[src/rtl/tempavg_pkg.sv]
// Package: default geometry shared by the temperature pipeline.
// Assumes users override these only through module parameters.
package tempavg_pkg;
    localparam int RAW_W_DEF      = 12; // raw sensor word width
    localparam int TEMP_W_DEF     = 8;  // Celsius and Fahrenheit width
    localparam int TAPS_DEF       = 4;  // window depth, a power of two
    localparam int OFFSET_BIT_DEF = 5;  // offset 32 as a single set bit
endpackage

[src/rtl/tempavg_capture.sv]
// Module: input register for the raw sensor word.
// Captures the word when the strobe is high and passes the strobe on
// one cycle later. Assumes a synchronous, active-low reset.
module tempavg_capture #(
    parameter int RAW_W = tempavg_pkg::RAW_W_DEF
) (
    input  logic             clk,
    input  logic             rst_n,
    input  logic [RAW_W-1:0] raw_in,
    input  logic             raw_vld,
    output logic [RAW_W-1:0] raw_q,
    output logic             raw_vld_q
);
    // Hold the latest accepted sample and delay its strobe one cycle.
    always_ff @(posedge clk) begin
        if (!rst_n) begin
            raw_q     <= '0;
            raw_vld_q <= 1'b0;
        end else begin
            raw_vld_q <= raw_vld;
            if (raw_vld) begin
                raw_q <= raw_in;
            end
        end
    end
endmodule

[src/rtl/tempavg_scale.sv]
// Module: shift-add Celsius to Fahrenheit converter.
// Computes c + c/2 + c/4 + 2**OFFSET_BIT and clamps the result to the
// all-ones value. Assumes OFFSET_BIT < TEMP_W + 2, so the extra two
// bits always hold the unclamped sum.
module tempavg_scale #(
    parameter int TEMP_W     = tempavg_pkg::TEMP_W_DEF,
    parameter int OFFSET_BIT = tempavg_pkg::OFFSET_BIT_DEF
) (
    input  logic              clk,
    input  logic              rst_n,
    input  logic [TEMP_W-1:0] cel_in,
    input  logic              cel_vld,
    output logic [TEMP_W-1:0] fah_q,
    output logic              fah_vld_q
);
    localparam int EXT_W = TEMP_W + 2;
    localparam logic [EXT_W-1:0] OFFS = EXT_W'(1) << OFFSET_BIT;

    logic [EXT_W-1:0] wide_sum;
    logic [TEMP_W-1:0] clamped;

    // Add the three shifted copies and the offset in the widened domain.
    always_comb begin
        wide_sum = {2'b00, cel_in}
                 + {3'b000, cel_in[TEMP_W-1:1]}
                 + {4'b0000, cel_in[TEMP_W-1:2]}
                 + OFFS;
    end

    // Clamp to the top of the range whenever the extra bits are set.
    always_comb begin
        if (|wide_sum[EXT_W-1:TEMP_W]) begin
            clamped = '1;
        end else begin
            clamped = wide_sum[TEMP_W-1:0];
        end
    end

    // Register the converted value and its strobe.
    always_ff @(posedge clk) begin
        if (!rst_n) begin
            fah_q     <= '0;
            fah_vld_q <= 1'b0;
        end else begin
            fah_vld_q <= cel_vld;
            if (cel_vld) begin
                fah_q <= clamped;
            end
        end
    end

    // scaling by 1.75 plus an offset never yields less than the input
    p_not_below_r2: assert property (@(posedge clk) disable iff (!rst_n)
        cel_vld |=> (fah_q >= $past(cel_in)));

    // the largest Celsius input always clamps to the top of the range
    p_clamp_top_r3: assert property (@(posedge clk) disable iff (!rst_n)
        (cel_vld && (&cel_in)) |=> (&fah_q));
endmodule

[src/rtl/tempavg_window.sv]
// Module: sliding window of converted samples with a power-of-two mean.
// Shifts in one entry per valid input, adds every tap at full
// precision and divides by a right shift. Assumes TAPS is a power of two.
module tempavg_window #(
    parameter int TEMP_W = tempavg_pkg::TEMP_W_DEF,
    parameter int TAPS   = tempavg_pkg::TAPS_DEF
) (
    input  logic              clk,
    input  logic              rst_n,
    input  logic [TEMP_W-1:0] smp_in,
    input  logic              smp_vld,
    output logic [TEMP_W-1:0] avg_q,
    output logic              avg_vld_q
);
    localparam int SHIFT = $clog2(TAPS);
    localparam int SUM_W = TEMP_W + SHIFT;
    localparam int CNT_W = $clog2(TAPS + 1);
    localparam logic [CNT_W-1:0] FULL = CNT_W'(TAPS);

    logic [TEMP_W-1:0] tap_q [TAPS];
    logic [SUM_W-1:0]  psum  [TAPS+1];
    logic [CNT_W-1:0]  fill_q;
    logic              upd_q;

    // Shift the window on each valid sample, newest entry at tap 0.
    always_ff @(posedge clk) begin
        if (!rst_n) begin
            for (int i = 0; i < TAPS; i++) begin
                tap_q[i] <= '0;
            end
        end else if (smp_vld) begin
            tap_q[0] <= smp_in;
            for (int i = 1; i < TAPS; i++) begin
                tap_q[i] <= tap_q[i-1];
            end
        end
    end

    // Count accepted samples up to the window depth and flag updates.
    always_ff @(posedge clk) begin
        if (!rst_n) begin
            fill_q <= '0;
            upd_q  <= 1'b0;
        end else begin
            upd_q <= smp_vld;
            if (smp_vld && (fill_q != FULL)) begin
                fill_q <= fill_q + 1'b1;
            end
        end
    end

    // Add the taps one after another at the full sum width.
    assign psum[0] = '0;
    for (genvar g = 0; g < TAPS; g++) begin : g_acc
        assign psum[g+1] = psum[g] + {{SHIFT{1'b0}}, tap_q[g]};
    end

    // Publish the mean once per update after the window has filled.
    always_ff @(posedge clk) begin
        if (!rst_n) begin
            avg_q     <= '0;
            avg_vld_q <= 1'b0;
        end else begin
            avg_vld_q <= upd_q && (fill_q == FULL);
            if (upd_q && (fill_q == FULL)) begin
                avg_q <= psum[TAPS][SHIFT +: TEMP_W];
            end
        end
    end

    // no result is published before the window is full
    p_no_early_out_r6: assert property (@(posedge clk) disable iff (!rst_n)
        avg_vld_q |-> (fill_q == FULL));

    // every published result comes from an input accepted two edges earlier
    p_out_follows_in_r7: assert property (@(posedge clk) disable iff (!rst_n)
        avg_vld_q |-> $past(smp_vld, 2));
endmodule

[src/rtl/tempavg_top.sv]
// Module: top of the temperature pipeline for one channel.
// Chains the input register, the shift-add converter and the sliding
// mean. Only the low TEMP_W bits of the raw word are used. Assumes
// RAW_W > TEMP_W.
module tempavg_top #(
    parameter int RAW_W      = tempavg_pkg::RAW_W_DEF,
    parameter int TEMP_W     = tempavg_pkg::TEMP_W_DEF,
    parameter int TAPS       = tempavg_pkg::TAPS_DEF,
    parameter int OFFSET_BIT = tempavg_pkg::OFFSET_BIT_DEF
) (
    input  logic              clk,
    input  logic              rst_n,
    input  logic [RAW_W-1:0]  sample_raw,
    input  logic              sample_vld,
    output logic [TEMP_W-1:0] temp_out,
    output logic              temp_vld
);
    logic [RAW_W-1:0]  raw_q;
    logic              raw_vld_q;
    logic [TEMP_W-1:0] fah_q;
    logic              fah_vld_q;
    logic              unused_hi;

    // The upper bits of the raw word are deliberately left unused.
    assign unused_hi = ^raw_q[RAW_W-1:TEMP_W];

    tempavg_capture #(.RAW_W(RAW_W)) i_capture (
        .clk       (clk),
        .rst_n     (rst_n),
        .raw_in    (sample_raw),
        .raw_vld   (sample_vld),
        .raw_q     (raw_q),
        .raw_vld_q (raw_vld_q)
    );

    tempavg_scale #(.TEMP_W(TEMP_W), .OFFSET_BIT(OFFSET_BIT)) i_scale (
        .clk       (clk),
        .rst_n     (rst_n),
        .cel_in    (raw_q[TEMP_W-1:0]),
        .cel_vld   (raw_vld_q),
        .fah_q     (fah_q),
        .fah_vld_q (fah_vld_q)
    );

    tempavg_window #(.TEMP_W(TEMP_W), .TAPS(TAPS)) i_window (
        .clk       (clk),
        .rst_n     (rst_n),
        .smp_in    (fah_q),
        .smp_vld   (fah_vld_q),
        .avg_q     (temp_out),
        .avg_vld_q (temp_vld)
    );

    // a published result always matches a sample taken four edges earlier
    p_latency_r8: assert property (@(posedge clk) disable iff (!rst_n)
        temp_vld |-> $past(sample_vld, 4));
endmodule

[config.mk]
export PLATFORM = sky130hd
export DESIGN_NAME = tempavg_top
export DESIGN_NICKNAME = d
export VERILOG_FILES = /design/src/rtl/tempavg_pkg.sv /design/src/rtl/tempavg_capture.sv /design/src/rtl/tempavg_scale.sv /design/src/rtl/tempavg_window.sv /design/src/rtl/tempavg_top.sv
export SDC_FILE = /design/constraint.sdc
export NUM_CORES = 1
export LEC_CHECK = 0
export BUFFER_PORTS_ARGS = -buffer_cell sky130_fd_sc_hd__buf_4
export CAP_MARGIN = 10
export CORE_ASPECT_RATIO = 2
export CORE_MARGIN = 8
export CORE_UTILIZATION = 60
export CTS_CLUSTER_SIZE = 14
export DETAILED_ROUTE_END_ITERATION = 6
export GPL_ROUTABILITY_DRIVEN = 0
export GPL_TIMING_DRIVEN = 1
export PLACE_DENSITY_LB_ADDON = 0.1
export SLEW_MARGIN = 20
export SYNTH_ARGS = -nofsm -noshare
export SYNTH_HDL_FRONTEND = slang
export SYNTH_HIERARCHICAL = 1
export SYNTH_SLANG_ARGS = --single-unit
[constraint.sdc]
create_clock -name clk -period 3.2 [get_ports clk]
set_input_delay 0.16 -clock clk [delete_from_list [all_inputs] [get_ports clk]]
set_output_delay 0.16 -clock clk [all_outputs]
set_load 0.01 [all_outputs]
Yosys cells after proc, flatten, opt, wreduce, memory -nomap -nowiden
Memory sizes are Yosys's and may differ from the RTL's.
Index checks and enable logic that the tools add are counted.
W data, S select, Z words.
{"block": "word_totals", "ramBits": 32, "output_inout_bits": 9, "rom_bits": 0, "inputBits": 15, "wordCells": 34, "register_bits": 31, "latchBits": 0, "mem_count": 1}
{"block": "classes", "multipliers": 0, "n_shift": 0, "eq_ne": 2, "n_addsub": 7, "div_mod_pow": 0, "bitwise": 4, "n_reduce_logical": 3, "n_mux": 9, "order_cmp": 0}
{"name": "i_window.tap_q", "depth": 4, "width": 8, "rd": 4, "rd_clocked_by_memory_dff": 0, "write_ports": 4, "line_no": "tempavg_window.sv:20", "text": "logic [TEMP_W-1:0] tap_q [TAPS];"}
{"op": "$mux W8", "count": 5}
{"op": "$add A10 B8 Y10", "count": 2}
{"op": "$add A10 B6 Y10 const B", "count": 1}
{"op": "$add A9 B6 Y10", "count": 1}
{"op": "$add A8 B7 Y9", "count": 1}
{"op": "$add A8 B8 Y9", "count": 1}
{"op": "$mux W1", "count": 4}
{"op": "$or A1 B1 Y1", "count": 4}
{"op": "$add A3 B1 Y3 const B", "count": 1}
{"op": "$eq A3 B3 Y1 const B", "count": 1}
{"op": "$ne A3 B3 Y1 const B", "count": 1}
{"op": "$logic_and A1 B1 Y1", "count": 2}
{"op": "$reduce_or A2 Y1", "count": 1}

Depth between registers and ports, before layout
Gate-level depths: netlist of run 1.
{"block": "logic_depth", "ltp_word": 5, "ltp_mapped": 12, "ltp_nobuf": 12}

Modules after synthesis
Netlist of run 1, hierarchy kept.
{"mod": "tempavg_window", "instances": 1, "seq_area_each_um2": 1221.2, "cells_each": 230, "area_each_um2": 2542.4}
{"mod": "tempavg_scale", "instances": 1, "seq_area_each_um2": 180.2, "cells_each": 89, "area_each_um2": 883.3}
{"mod": "tempavg_capture", "instances": 1, "seq_area_each_um2": 260.2, "cells_each": 41, "area_each_um2": 498.0}

Worst setup path after synthesis of run 1
No wires, ideal clock.
{"block": "synth_path", "path_type": "flip-flop to flip-flop", "from": "register i_capture.raw_q[2]", "to": "register i_scale.fah_q[2]", "n_path_buf": 0, "period_less_slack_ns": 2.962, "t_required_ns": 3.081, "path_stages_with_launch": 12, "arrival_ns": 2.843, "setup_time_ns": 0.119, "path_slack_ns": 0.238, "cell_sequence": "dfxtp_1 > inv_1 > fa_1 > inv_1 > ha_1 > ha_1 > inv_1 > fa_1 > nand2b_1 > a21o_1 > a311o_2 > o221a_2"}
{"block": "synth_between", "elab_chain_len": 5}
{"item": "start: declaration", "line_no": "tempavg_capture.sv:11", "text": "output logic [RAW_W-1:0] raw_q,"}
{"item": "start signal: assignment", "line_no": "tempavg_capture.sv:22", "text": "raw_q <= raw_in;"}
{"item": "$add A8 B7 Y9", "line_no": "tempavg_scale.sv:25", "text": "+ {3'b000, cel_in[TEMP_W-1:1]}"}
{"item": "$add A9 B6 Y10 (*)", "line_no": "tempavg_scale.sv:26", "text": "+ {4'b0000, cel_in[TEMP_W-1:2]}"}
{"item": "$add A10 B6 Y10 (*)", "line_no": "tempavg_scale.sv:27", "text": "+ OFFS;"}
{"item": "$reduce_or A2 Y1", "line_no": "tempavg_scale.sv:32", "text": "if (|wide_sum[EXT_W-1:TEMP_W]) begin"}
{"item": "$mux W8 (*)", "line_no": "tempavg_scale.sv:32"}
{"item": "end signal: assignment", "line_no": "tempavg_scale.sv:47", "text": "fah_q <= clamped;"}
{"item": "end: declaration", "line_no": "tempavg_scale.sv:13", "text": "output logic [TEMP_W-1:0] fah_q,"}
Every way passes the cells marked *; elsewhere a longest branch is shown, timed or not.
A chain may end at the register's enable or synchronous reset.

Worst setup path after layout of run 1
{"block": "layout_path", "from": "register i_capture.raw_q[2]", "to": "register i_scale.fah_q[6]"}
Same word-level chain as after synthesis.

==> results of run 1 <==
## final cells by class
cell class | count | area (um^2) | area share
Multi-Input combinational cell | 197 | 1838 | 0.4362
Sequential cell | 63 | 1584 | 0.3759
Inverter | 73 | 274.0 | 0.06502
Clock buffer | 13 | 240.2 | 0.05701
Timing Repair Buffer | 21 | 157.7 | 0.03741
Tap cell | 86 | 107.6 | 0.02553
Clock inverter | 3 | 12.51 | 0.002969
## metrics by stage
| step | instance area [um^2] | setup WS [ps] | util | hold slack, ps |
|---|---|---|---|---|
| after floorplan | 3779 | 238.0 | - | 288.2 |
| after global placement | 3951 | 138.7 | 0.6366 | 418.0 |
| after detailed placement | 3951 | 25.86 | 0.6366 | 430.0 |
| after CTS | 4204 | 4.543 | 0.6773 | 84.95 |
| after global routing | 4214 | 24.72 | 0.6789 | 100.9 |
| final | 4214 | 158.5 | 0.6789 | 95.90 |
## worst paths after layout
| kind | slack (ps) | depth (start not counted) | endpoint |
|---|---|---|---|
| setup / recovery | 160 | 11 | i_scale/fah_q[6] |
| hold / removal | 100 | 3 | i_capture/raw_q[3] |
| setup reg to reg | 160 | 11 | i_scale/fah_q[6] |
| hold reg to reg | 480 | 2 | i_window/avg_q[1] |
## worst register-to-register path, stage by stage, from the launching register on
cell      delay [ps]
dfxtp_2          340
inv_1             80
fa_1             560
inv_1             50
ha_1             270
ha_1             190
inv_1             60
fa_1             400
nand2b_4         160
a21o_1           170
a311o_2          390
o221a_1          250
## routing by layer
metal,GRT usage,part of all wire,vias to the layer above
met5,0,0,-
met4,0.08485,0.026,0
met3,0.04075,0.030,12
met2,0.2520,0.53,31
met1,0.1667,0.42,1141
li1,-,-,1209
## power breakdown
part           internal (mW)  switching, mW  total (mW)
Combinational          0.171          0.222       0.393
Clock                  0.517          0.315       0.831
Sequential             0.888         0.0235       0.912
## flip-flops by register name, indices dropped and copies added, names as in the netlist
register and cells:
i_window/avg_vld_q 1, i_scale/fah_vld_q 1, i_capture/raw_q 8, i_window/upd_q 1
i_window/avg_q 8, i_window/fill_q 3, i_window/tap_q 32, i_capture/raw_vld_q 1
i_scale/fah_q 8
## placed cells by master (no fill, tap or decap), types with 2 or more instances in the layout
cell type / n
and2_1: 4
o211ai_1: 5
or2_2: 2
o221a_2: 3
and3_1: 35
clkbuf_1: 4
nor3b_1: 4
a31oi_1: 2
a21oi_1: 8
dfxtp_2: 2
a21o_1: 4
dfxtp_1: 29
nor2_1: 3
mux2i_1: 8
ha_1: 25
clkbuf_16: 9
edfxtp_1: 32
inv_1: 72
o21ai_0: 3
buf_4: 21
a21boi_0: 2
nand2_1: 7
and4b_1: 2
o21a_1: 5
nand3_1: 5
nor2b_1: 10
xnor2_1: 6
clkinv_1: 2
o221a_1: 5
nand2b_1: 2
fa_1: 23
==> summary.txt, run 1 <==
status = finished clean
CTS Buf Count = 9
CP dominant cell by count = inv_1
Layout Skew = 4.464 ps
Initial Utilization = 0.6087
via count = 2393
CTS H-tree lvls = 3
Max Fclk = 328.8 MHz
FF-to-FF Start = i_capture/raw_q[2]
Critical Path Start Type = flip-flop
maximum vdd drop = 0.4088 mV
Pwr Density = 507.0 nW/um^2
Leak = 2.009 nW
Top-Level Pins = 24
half-perimeter wire length after placement = 4498 um
total gr overflow = 0
Die Height = 128.2 um
clk slew on worst S/H paths = 50 ps
highest net fanout along the worst path = 8
ant diodes = 0
Core Footprint = 6207 um^2
Final ANT Viol Nets = 0
max incr delay on CP = 560 ps
port buffer count = 19
DRT Pass-1 Iters = 6
worst hold start = sample_raw[3]
CTS tree = built
total power = 2.136 mW
crit path kind = flip-flop to flip-flop
Tightest Pin Transition = 552.7 ps
final hold violation count = 0
antenna violations before repair = 0
Worst path slowest cell = fa_1
Post-Route WL = 6264 um
TNS Setup = 0 ps
largest net degree at the start of global routing = 72
Inst Count DP = 440
Max-Slew Margin vs Limit = 0.6315
DRT iter0 DRCs = 114
Synth Warn # = 6
CTS sink cnt = 63
max-cap viol count = 0
number of core rows = 41
crit path from = i_capture/raw_q[2]
drc violations = 0
Tmin final = 3042 ps
layout cell share with drive strength beyond 1 = 0.1243
Die X-Extent = 72.12 um
fillers = 484
Post-CTS Setup Bufs = 0
period utilization = 0.9505
syn nets = 411
Clk Latency, worst-skew pair = 330 ps
first-pass GRT wire length = 10770 um
max-slew violation count = 0
Non-Filler Instances = 456
post-cts gate resize count = 0
number of global-route vias before repair = 2428
Worst Hold Class = primary input to flip-flop
CP arrival = 3250 ps
WL per Instance = 13.74 um
vias per inst = 5.248
GRT Overall Usage = 0.1512
top cell family by delay on the critical path = adder cells
synthesized cell area = 3779 um^2
maximum clock insertion buffer count = 2
CP Cell Sequence = inv_1 -> fa_1 -> inv_1 -> ha_1 -> ha_1 -> inv_1 -> fa_1 -> nand2b_4 -> a21o_1 -> a311o_2 -> o221a_1
RSZ-0062 raised after global routing = no
critical path buffer and inverter count = 3
area grow syn2layout = 11.52%
CP Data Required Time = 3410 ps
nets = 428
syn avg cell area = 10.86 um^2
Finish-stage setup viols = 0
crit end category = flip-flop
Syn Inst Count = 348
Hold-fix buffers, CTS = 0
die area = 9247 um^2
CTS root buf = clkbuf_16
(Power assumes the default switching activity.)
==> inputs of run 2 (changes only) <==
SETUP_SLACK_MARGIN = 0.2   (was not set)
==> run 2 against run 1 <==
  * First-iteration DRC count grew 26%
  * Critical endpoint is now i_scale/fah_q[2]
  * Largest power group unchanged
  * Critical path type unchanged
  * Flip-flop and latch count is the same
  * Via count grew 1.1%
==> summary.txt, run 2 (synthesized netlist as in run 1, its figures left out) <==
maximum vdd drop = 0.4224 mV (+3.3%)
Max-Slew Margin vs Limit = 0.6319 (about the same)
period utilization = 0.9274 (-0.02303)
Leak = 2.027 nW (+0.92%)
Sequential Power Share = 0.423 (-0.004)
antenna violations before repair = 0 (unchanged)
flop2flop setup slack = 230 ps (+70 ps)
CP arrival = 3180 ps (-70 ps)
maximum clock insertion buffer count = 2 (unchanged)
CP Data Required Time = 3420 ps (about the same)
layout cell share with drive strength beyond 1 = 0.1653 (+0.04101)
Max Fclk = 336.9 MHz (+2.5%)
Hold-fix buffers, CTS = 0 (unchanged)
max-slew violation count = 0 (unchanged)
CP Cell Sequence = inv_2 -> fa_1 -> inv_2 -> ha_4 -> ha_4 -> inv_2 -> fa_2 -> nand2b_4 -> a21o_1 -> a311o_2 -> o221a_2
most frequent cells in the layout = 68 x inv_1, 35 x and3_1, 32 x edfxtp_1
Non-Filler Instances = 461 (+1.1%)
largest net degree at the start of global routing = 72 (unchanged)
area grow syn2layout = 13.44%
share of power burned in the clock network = 0.385 (-0.004)
Clk Latency, worst-skew pair = 330 ps (about the same)
Comb pwr share = 0.192 (+0.008)
die area = 9247 um^2 (unchanged)
Post-Route WL = 6493 um (+3.7%)
half-perimeter wire length after placement = 4498 um (unchanged)
utilization after layout = 0.6906 (+0.01169)
Initial Utilization = 0.6087 (unchanged)
vias per inst = 5.247 (about the same)
total gr overflow = 0 (unchanged)
RSZ-0062 raised after global routing = yes
nets = 433 (+1.2%)
Pwr Density = 503.5 nW/um^2 (-0.68%)
WL per Instance = 14.08 um (+2.5%)
max-cap viol count = 0 (unchanged)
drc violations = 0 (unchanged)
switch share = 0.2639 (+0.001582)
Inst Count DP = 440 (unchanged)
port buffer count = 19 (unchanged)
fillers = 465 (-3.9%)
status = finished clean
critical path buffer and inverter count = 3 (unchanged)
top cell family by delay on the critical path = adder cells
Layout Skew = 4.676 ps (+0.2116 ps)
Critical Path Start Type = flip-flop
Die X-Extent = 72.12 um (unchanged)
number of core rows = 41 (unchanged)
via count = 2419 (+1.1%)
Tightest Pin Transition = 552.2 ps (-0.5117 ps)
internal power = 1.589 mW (+0.81%)
commonest non-fill, non-tap cell in the layout = inv_1
Top reg by flops = i_window/tap_q
Final ANT Viol Nets = 0 (unchanged)
Top-Level Pins = 24 (unchanged)
CTS Buf Count = 9 (unchanged)
crit end category = flip-flop
ant diodes = 0 (unchanged)
highest net fanout along the worst path = 8 (unchanged)
GRT Overall Usage = 0.1518 (+0.0006468)
CTS sink cnt = 63 (unchanged)
Finish-stage setup viols = 0 (unchanged)
final hold violation count = 0 (unchanged)
Worst Hold Class = primary input to flip-flop
max incr delay on CP = 560 ps (about the same)
crit path kind = flip-flop to flip-flop
CTS H-tree lvls = 3 (unchanged)
CTS tree = built
clk slew on worst S/H paths = 50 ps (about the same)
Tmin final = 2968 ps (-73.71 ps)
TNS Setup = 0 ps (unchanged)
Psw = 569.5 uW (+1.6%)
CP dominant cell by count = inv_2
Core Footprint = 6207 um^2 (unchanged)
CTS root buf = clkbuf_16
first-pass GRT wire length = 10830 um (+0.52%)
Worst path slowest cell = fa_1
max FFs per register = 32 (unchanged)
DRT Pass-1 Iters = 5 (-1)
DRT iter0 DRCs = 144 (+26%)
Die Height = 128.2 um (unchanged)
number of global-route vias before repair = 2431 (+0.12%)
==> run 2: cell count changes in the layout (fill, tap and decap cells not counted) <==
cell,delta
dfxtp_1,-1
dfxtp_2,+1
fa_2,+2
and3b_1,-1
ha_4,+2
and3b_2,+1
inv_1,-4
ha_2,+1
buf_4,+5
fa_1,-2
ha_1,-3
inv_2,+4
==> run 2: what timing repair did <==
action / CTS / global route
setup buffers: 0 / 5
gates resized for setup: 5 / 11
hold endpoints to repair: 0 / 0
setup endpoints to repair: 8 / 12
cloned: 0 / 0
pin swaps: 1 / 13
==> run 2: metrics by stage <==
| step | area (um^2) | power, mW | hold slack (ps) | worst slack (ps) |
|---|---|---|---|---|
| 2_1_floorplan | 3779 | 1.230 | 288.2 | 238.0 |
| 3_3_place_gp | 3951 | 1.304 | 418.0 | 138.7 |
| 3_5_place_dp | 3951 | 1.318 | 430.0 | 25.86 |
| 4_1_cts | 4219 | 2.164 | 84.80 | 219.7 |
| 5_1_grt | 4287 | 2.265 | 100.9 | 132.2 |
| 6_report | 4287 | 2.158 | 96.28 | 232.2 |
==> run 2: power by group through the flow <==
stage               sequential (mW)  combinational [mW]  clock (mW)
floorplan                     0.917               0.312           0
global placement              0.926               0.378           0
detailed placement            0.927               0.391           0
CTS                           0.912               0.399       0.853
global route                  0.917               0.473       0.875
finish                        0.912               0.415       0.831
==> run 2: routing by layer <==
layer | global-route usage | vias to the layer above | part of all wire | routed length (um)
li1 | - | 1218 | - | -
met1 | 0.1682 | 1162 | 0.42 | 2713
met2 | 0.2525 | 28 | 0.54 | 3474
met3 | 0.04075 | 11 | 0.024 | 157
met4 | 0.08485 | 0 | 0.023 | 147
met5 | 0 | - | 0 | 0
==> run 2: final cells by class <==
cell class | instances | area, um^2 | area share
clock inverters | 3 | 12.51 | 0.002919
repair buffers | 26 | 195.2 | 0.04553
flip-flops and latches | 63 | 1585 | 0.3698
inverters | 73 | 274.0 | 0.06392
well taps | 86 | 107.6 | 0.02510
clock buffers | 13 | 240.2 | 0.05604
multi-input cells | 197 | 1872 | 0.4367
==> run 2: worst min-delay path, delay by kind of cell <==
family | cells | cell delay [ps]
AND/OR/NAND/NOR | 1 | 100
buffers and inverters | 1 | 70
multiplexers | 1 | 50
==> run 2: path summary, 6_finish.rpt <==
check                                        start                  to  cells past startpoint
worst min register to register   i_window/avg_q[1]   i_window/avg_q[1]                      2
worst max register to register  i_capture/raw_q[3]    i_scale/fah_q[2]                     11
worst max-delay path            i_capture/raw_q[3]    i_scale/fah_q[2]                     11
worst min-delay path                 sample_raw[5]  i_capture/raw_q[5]                      3
==> inputs of run 3 (changes only) <==
SKIP_CTS_REPAIR_TIMING = 1   (was not set)
SYNTH_HIERARCHICAL = not set   (was 1)
==> run 3 against run 2 <==
  * The flow now finishes with violations (negative setup slack)
  * Global-route usage increased by 1.5 points
  * Non-clock buffer count rose by 5
  * Final cell count fell by 3.5%
==> summary.txt, run 3 <==
CTS tree = built
placed cell areas = 3931 um^2 (-0.51%)
synthesized cell area = 3666 um^2 (-3.0%)
R2R depth = 15 (+4)
CP arrival = 3400 ps (+220 ps)
Leak = 2.082 nW (+2.7%)
crit end category = flip-flop
area grow syn2layout = 19.73%
share of power burned in the clock network = 0.394 (+0.009)
RSZ-0062 raised after global routing = yes
DRT Pass-1 Iters = 4 (-1)
Synth async-reset ratio = 0
Yosys reg bits = 63
Die X-Extent = 71.27 um (-1.2%)
Max Fclk = 311.8 MHz (-7.5%)
maximum vdd drop = 0.4751 mV (+12%)
Area contributors post-synth = edfxtp_1 26%, dfxtp_1 17%, ha_1 12%
port buffer count = 19 (unchanged)
Yosys cell types = 38
post-layout instance area = 4389 um^2 (+2.4%)
antenna violations before repair = 0 (unchanged)
DRT iter0 DRCs = 85 (-41%)
Initial Utilization = 0.6155 (+0.006798)
layout cell share with drive strength beyond 1 = 0.2199 (+0.05456)
first-pass GRT wire length = 11670 um (+7.8%)
status = complete, but fails checks
Critical Path Start Type = flip-flop
Tightest Pin Transition = 496.7 ps (-55.48 ps)
Post-Route WL = 7129 um (+9.8%)
post-synth top area share = 0.2621
Comb pwr share = 0.225 (+0.033)
count leader, synth = inv_1
highest net fanout along the worst path = 4 (-4)
number of core rows = 40 (-2.4%)
Finish-stage setup viols = 1 (+1)
number of global-route vias before repair = 2591 (+6.6%)
Synth Warn # = 0 (-6)
syn avg cell area = 10.53 um^2 (-3.0%)
CP Data Required Time = 3400 ps (-20 ps)
Post-synth EDFFs = 32
die area = 9019 um^2 (-2.5%)
largest net degree at the start of global routing = 50 (-31%)
Hold WS = 68.59 ps (-27.69 ps)
ant diodes = 0 (unchanged)
Clk Latency, worst-skew pair = 330 ps (about the same)
drc violations = 0 (unchanged)
Core Footprint = 5956 um^2 (-4.1%)
total gr overflow = 0 (unchanged)
Seq/Total Area, Yosys = 0.4314
Syn Inst Count = 348 (unchanged)
via count = 2589 (+7.0%)
crit path kind = flip-flop to flip-flop
nets = 442 (+2.1%)
CTS root buf = clkbuf_16
top cells by count, synth = 48 x inv_1, 34 x and3_1, 34 x ha_1
period utilization = 1.002 (+0.07487)
max FFs per register = 32 (unchanged)
Layout Skew = 8.265 ps (+3.589 ps)
Tmin final = 3207 ps (+239.6 ps)
most frequent cells in the layout = 44 x inv_1, 34 x and3_1, 32 x edfxtp_1
half-perimeter wire length after placement = 5275 um (+17%)
cell taking the most area after synthesis = edfxtp_1
total power = 2.395 mW (+11%)
Top-Level Pins = 24 (unchanged)
CTS sink cnt = 63 (unchanged)
vias per inst = 5.818 (+11%)
switch share = 0.2720 (+0.008075)
internal power = 1.743 mW (+9.7%)
clk slew on worst S/H paths = 60 ps (about the same)
Hold Path Depth = 3 (unchanged)
Sequential Power Share = 0.380 (-0.043)
syn nets = 413 (+0.49%)
Psw = 651.2 uW (+14%)
top_reg_cell synth = edfxtp_1
violated checks = negative setup slack
maximum clock insertion buffer count = 2 (unchanged)
CTS H-tree lvls = 3 (unchanged)
fillers = 439 (-5.6%)
WL per Instance = 16.02 um (+14%)
Die Height = 126.5 um (-1.3%)
Max-Slew Margin vs Limit = 0.6685 (+0.03662)
Pwr Density = 545.6 nW/um^2 (+8.4%)
Top reg by flops = i_window.tap_q
Final ANT Viol Nets = 0 (unchanged)
max incr delay on CP = 430 ps (-130 ps)
commonest non-fill, non-tap cell in the layout = inv_1
final hold violation count = 0 (unchanged)
GRT Overall Usage = 0.1670 (+0.01512)
max-cap viol count = 0 (unchanged)
CTS Buf Count = 9 (unchanged)
Worst Hold Class = primary input to flip-flop
max-slew violation count = 0 (unchanged)
Worst path slowest cell = fa_1
CP Cell Sequence = ha_2 -> inv_2 -> fa_2 -> nor2b_1 -> o21ai_1 -> nand2b_1 -> xnor2_1 -> fa_1 -> inv_1 -> ha_4 -> o21a_1 -> a211o_1 -> a21o_1 -> nand3_2 -> a21oi_1
worst setup margin = -7.428 ps (-239.6 ps)
-- run 3: cell families (layout without fill, tap and decap cells) --
kind of cell,count (synthesis),count (layout),synth area share
and+or+nand+nor,89,89,0.1300
DFF,63,63,0.4314
AOI/OAI and AO/OA,62,62,0.1150
buffers and inverters,61,95,0.06245
adders and majority gates,50,50,0.2034
xor gates and xnor gates,15,15,0.03584
muxes,8,8,0.02184
-- run 3: final timing paths --
check | startpoint | endpoint | slack (ps)
max | i_window.tap_q[0][0] | i_window.avg_q[5] | -7
min | sample_raw[6] | i_capture.raw_q[6] | 70
max reg2reg | i_window.tap_q[0][0] | i_window.avg_q[5] | -7
min reg2reg | i_window.avg_q[0] | i_window.avg_q[0] | 460
-- run 3: metrics by stage --
stage                     setup TNS [ps]  worst slack (ps)  cells  utilization
after global routing              -364.6            -190.0    445       0.7370
after floorplan                        0             210.5    348            -
final                             -7.428            -7.428    445       0.7370
after detailed placement          -119.7            -65.26    426       0.6601
after global placement                 0             15.19    426       0.6601
after CTS                         -121.1            -65.70    442       0.7099
-- run 3: power by group through the flow --
stage               clock network (mW)  registers [mW]  logic [mW]
floorplan                            0           0.920       0.343
global placement                     0           0.926       0.454
detailed placement                   0           0.928       0.463
CTS                              0.953           0.912       0.467
global route                     0.991           0.915       0.602
finish                           0.944           0.911       0.540
-- run 3: final cells by class --
type	instances	area (um^2)	area share
flip-flops and latches	63	1597	0.3637
repair buffers	31	232.7	0.05302
inverters	48	180.2	0.04105
multi-input cells	224	2004	0.4567
well taps	63	78.83	0.01796
clock buffers	14	285.3	0.06499
clock inverters	2	11.26	0.002566
-- run 3: worst max-delay path: cells and delay by family (launching register included) --
| kind | cells | cell delay, ps |
|---|---|---|
| buffers and inverters | 2 | 150 |
| DFF | 1 | 350 |
| and+or+nand+nor | 3 | 360 |
| AOI/OAI and AO/OA | 5 | 830 |
| xor gates and xnor gates | 1 | 160 |
| adders and majority gates | 4 | 1220 |
-- run 3: layer usage --
metal	GRT usage	vias to the layer above	part of all wire
met2	0.3159	39	0.58
li1	-	1268	-
met5	0	-	0
met3	0.04341	23	0.023
met1	0.1520	1259	0.36
met4	0.09394	0	0.042
